**src/rtl/stop_grant_ctl.sv**
```systemverilog
module stop_grant_ctl #(
  parameter int SCALE_LOG2 = 12,
  parameter logic [4:0] VID_RST = 5'b01010
) (
  input  logic        clk,
  input  logic        rst_n,
  input  logic        wr_en,
  input  logic [31:0] wr_data,
  output logic [31:0] rd_data,
  input  logic [2:0]  strap_div,
  output logic [4:0]  vid_out,
  output logic [2:0]  div_out,
  output logic        stop_active,
  output logic        stop_done
);
  localparam int CNT_W = 20;
  localparam int TMR_W = CNT_W + SCALE_LOG2;

  logic             cmode_q, vctl_q;
  logic [1:0]       dmode_q;
  logic [2:0]       idiv_q;
  logic [4:0]       vcode_q;
  logic [TMR_W-1:0] timer_q;

  wire [CNT_W-1:0] wr_cnt = wr_data[31:12];
  wire start  = wr_en && !stop_active && (wr_cnt != '0);
  wire expire = stop_active && (timer_q == TMR_W'(1));

  assign rd_data = {20'b0, cmode_q, vctl_q, dmode_q, idiv_q, vcode_q};

  always_ff @(posedge clk or negedge rst_n) begin
    if (!rst_n) begin
      cmode_q <= 1'b0;
      vctl_q  <= 1'b0;
      dmode_q <= 2'b00;
      idiv_q  <= 3'b000;
      vcode_q <= VID_RST;
    end else if (wr_en) begin
      cmode_q <= wr_data[11];
      vctl_q  <= wr_data[10];
      dmode_q <= wr_data[9:8];
      idiv_q  <= wr_data[7:5];
      vcode_q <= wr_data[4:0];
    end
  end

  always_ff @(posedge clk or negedge rst_n) begin
    if (!rst_n) begin
      stop_active <= 1'b0;
      stop_done   <= 1'b0;
      timer_q     <= '0;
      vid_out     <= VID_RST;
    end else begin
      stop_done <= expire;
      if (start) begin
        stop_active <= 1'b1;
        timer_q     <= {wr_cnt, {SCALE_LOG2{1'b0}}};
        if (wr_data[10]) vid_out <= wr_data[4:0];
      end else if (expire) begin
        stop_active <= 1'b0;
        timer_q     <= '0;
      end else if (stop_active) begin
        timer_q <= timer_q - TMR_W'(1);
      end
    end
  end

  always_ff @(posedge clk) begin
    if (!rst_n)                  div_out <= strap_div;
    else if (start && wr_data[9]) div_out <= wr_data[7:5];
  end

  assert_vid_hold_R6: assert property (@(posedge clk) disable iff (!rst_n)
    !(start && wr_data[10]) |=> $stable(vid_out));
  assert_div_hold_R7: assert property (@(posedge clk) disable iff (!rst_n)
    !(start && wr_data[9]) |=> $stable(div_out));
  assert_start_by_write_R4: assert property (@(posedge clk) disable iff (!rst_n)
    $rose(stop_active) |-> $past(wr_en));
  assert_end_has_done_R5: assert property (@(posedge clk) disable iff (!rst_n)
    $fell(stop_active) |-> stop_done);
  assert_single_done_R5: assert property (@(posedge clk) disable iff (!rst_n)
    stop_done |=> !stop_done);
  assert_no_retrigger_R8: assert property (@(posedge clk) disable iff (!rst_n)
    (stop_active && wr_en) |=> $stable(vid_out) && $stable(div_out));
  assert_count_hidden_R2: assert property (@(posedge clk) disable iff (!rst_n)
    wr_en |=> rd_data[31:12] == 20'b0);
endmodule

```
**config.mk**
```make
export PLATFORM = sky130hd
export DESIGN_NAME = stop_grant_ctl
export DESIGN_NICKNAME = d
export VERILOG_FILES = /design/src/rtl/stop_grant_ctl.sv
export SDC_FILE = /design/constraint.sdc
export NUM_CORES = 1
export LEC_CHECK = 0
export ABC_CLOCK_PERIOD_IN_PS = 2300
export CAP_MARGIN = 10
export CORE_MARGIN = 2
export CORE_UTILIZATION = 40
export DETAILED_ROUTE_END_ITERATION = 12
export PLACE_DENSITY = 0.69
export RECOVER_POWER = 50
export SLEW_MARGIN = 20
export SYNTH_ARGS = -nofsm -noshare
export SYNTH_HDL_FRONTEND = slang
export SYNTH_SLANG_ARGS = --single-unit
```
**constraint.sdc**
```tcl
create_clock -name clk -period 2.3 [get_ports clk]
set_input_delay 0.46 -clock clk [delete_from_list [all_inputs] [get_ports clk]]
set_output_delay 0.46 -clock clk [all_outputs]
set_load 0.01 [all_outputs]
```
==> results.toml <==
[status]
outcome = "complete, no violations"

[synthesis]
ys_ff_latch = 54
synthFlopType = "dfrtp_1"
synth_seq_area_share_pct = 41.3
synthCells = 334
synthArstFlopShare_pct = 94.4
syn_area_um2 = 3320
avgSynthCellArea_um2 = 9.94
synth-edff-count = 3
synth_area_leader_cell = "dfrtp_1"
synth_top_area_share_pct = 35.4
synth_warnings = 0
synthDistinctLibCells = 63
yosys-top-cells-area = "dfrtp_1, mux2_2, buf_4, mux2i_1, dfstp_2"

[clocking]
cts_root_buf = "clkbuf_8"
cts_buffers = 5
cts_setup_buffers = 0
clk_latency_ns = 0.31
cts_tree = "built"
clk_pin_slew_ns = 0.09
h-tree-depth = 2
cts_sinks = 54
cts_max_path_buffers = 2

[worst_setup_path]
crit_type = "register to register"
end_kind = "register"
cp.arrival_ns = 2.43
cp.required_ns = 2.50
cp_max_fo = 5
critPathLaunchType = "register"
crit_start = "timer_q[22]"
r2r_start = "timer_q[22]"

[cells_and_area]
synthToLayoutAreaGrowth_pct = 33.4
stdcell_count = 547
finish.instance_area_um2 = 4430
utilization_pct = 54.4
multi_input_area_um2 = 1730
seqCellArea_um2 = 1370
layout_common_cells = "buf_4, clkdlybuf4s50_1, dfrtp_1"
diodes = 0
final_layout_size_suffix_gt1_share_pct = 26.0
final_common_cell = "buf_4"
n_fill_cell = 716
nNetsFinal = 481

[power]
p_leak_nw = 1.83
ir_worst_vdd_uv = 452
powerDensity_nw_per_um2 = 623
power_mw = 2.76

[floorplanning]
die_h_um = 95.1
dieWidth_um = 95.1
io_pins = 80
initial_core_util_pct = 40.8
num_rows = 33
dieArea_um2 = 9040
coreArea_um2 = 8130

[worst_hold_path]
min_from = "vctl_q"
hp-class = "register to register"

[placement]
io_buffers = 59
dp_hpwl_um = 6970
dpl_cell_area_um2 = 4280
place_ws_ns = -0.321
dp_cells = 538
gp_congestion = 0.907

[timing]
hold_viol = 0
rsz0062_at_grt = "no"
setup_ws_ns = 0.0612
fin_skew_ns = 0.00987
fin_crit_sh_pct = 97.3
setup_tns_ns = 0
worstMarginPinSlew_ns = 0.642
setup_viol = 0
fin_hold_ws_ns = 0.515
fin_crit_ns = 2.24
drv_slew = 0
slew-limit-headroom_pct = 57.2
fmax_mhz = 447

[grt]
grt_pass1_vias = 3156
grt_pass1_wl_um = 15200
gr-total-overflow = 0
grt_max_degree = 49
track_usage_pct = 21.4
antenna_found_initial = 0

[routing]
drtAntennaViolNets = 0
drc = 0
vias_per_cell = 5.67
route.met3.wl_um = 751
m1WireLength_um = 4160
wl_per_cell_um = 17.2
firstDrtPassIters = 4
num_vias = 3103
drt_iter0_markers = 258
wl_um = 9410
top_layer = "met4"
wl_met2_um = 4370

[run]
drv_cap = 0
## worst max-delay path: stages (launching register included)
cell and delay (ns):
dfrtp_1 0.44, or4_4 0.59, or4_4 0.47, o41a_1 0.39, a21oi_1 0.14, o22ai_1 0.09
## where the power goes
part           switching [mW]  internal (mW)  leakage, nW
combinational           0.374          0.421         1.16
clock                   0.320          0.325       0.0514
sequential              0.191           1.13        0.622
total                   0.885           1.87         1.83
## cell usage after synthesis (3+ instances only)
cell type	instances
mux2_2	20
a31oi_1	15
clkbuf_1	8
or3_1	5
buf_4	23
or4_1	4
mux2i_1	13
o211ai_1	9
inv_1	12
nor2b_1	4
buf_6	4
o31a_1	3
nor4_1	13
or2_2	4
nor3_1	11
dfrtp_1	47
nand4_1	13
o22ai_1	12
edfxtp_1	3
nor2_1	13
nand3_1	8
nand2_1	20
a32oi_1	3
o21ai_0	5
dfstp_2	4
a21oi_1	9
## state kept, by name, summed over array words and instances, names as in the netlist
signal and cells:
idiv_q 3, vid_out 5, timer_q 32, stop_active 1, dmode_q 2, vcode_q 5, stop_done 1, div_out 3
vctl_q 1, cmode_q 1
## final cells by class
type	instances	share of cell area, %
Timing Repair Buffer	120	23.4
Multi-Input combinational cell	248	39.1
Sequential cell	54	31.0
Inverter	12	1.02
Clock buffer	6	1.64
Clock inverter	2	0.848
Tap cell	105	2.97
## final timing paths
check	to	slack, ns	depth (start not counted)
max	timer_q[26]	0.06	5
min	vctl_q	0.52	1
max reg2reg	timer_q[26]	0.06	5
min reg2reg	vctl_q	0.52	1
max in group asynchronous	timer_q[21]	0.77	3
min in group asynchronous	idiv_q[2]	0.56	2
## cells by family (layout without fill, tap and decap cells)
group	Yosys count	after routing	synth area share (%)
other cells	1	20	0.113
simple gates	116	116	21.1
mux	33	33	10.7
fa+ha+maj	2	2	0.754
xor+xnor	1	1	0.264
buf+inv	51	140	9.65
compound gates	76	76	16.1
flops	54	54	41.3
## what timing repair did
item                                   4_1_cts  5_1_grt
gates resized for setup                      1        6
endpoints found under the hold margin        3        0
pin swaps                                    0        1
setup endpoints to repair                    1       31
hold buffers                                 1        0
## metal layers
layer / global-route usage (%) / vias to the layer above
met5: 0 / -
met3: 5.93 / 15
met1: 28.5 / 1503
met4: 5.68 / 0
met2: 34.5 / 129
li1: - / 1456
Note: power is estimated with default switching activity, not from simulation.
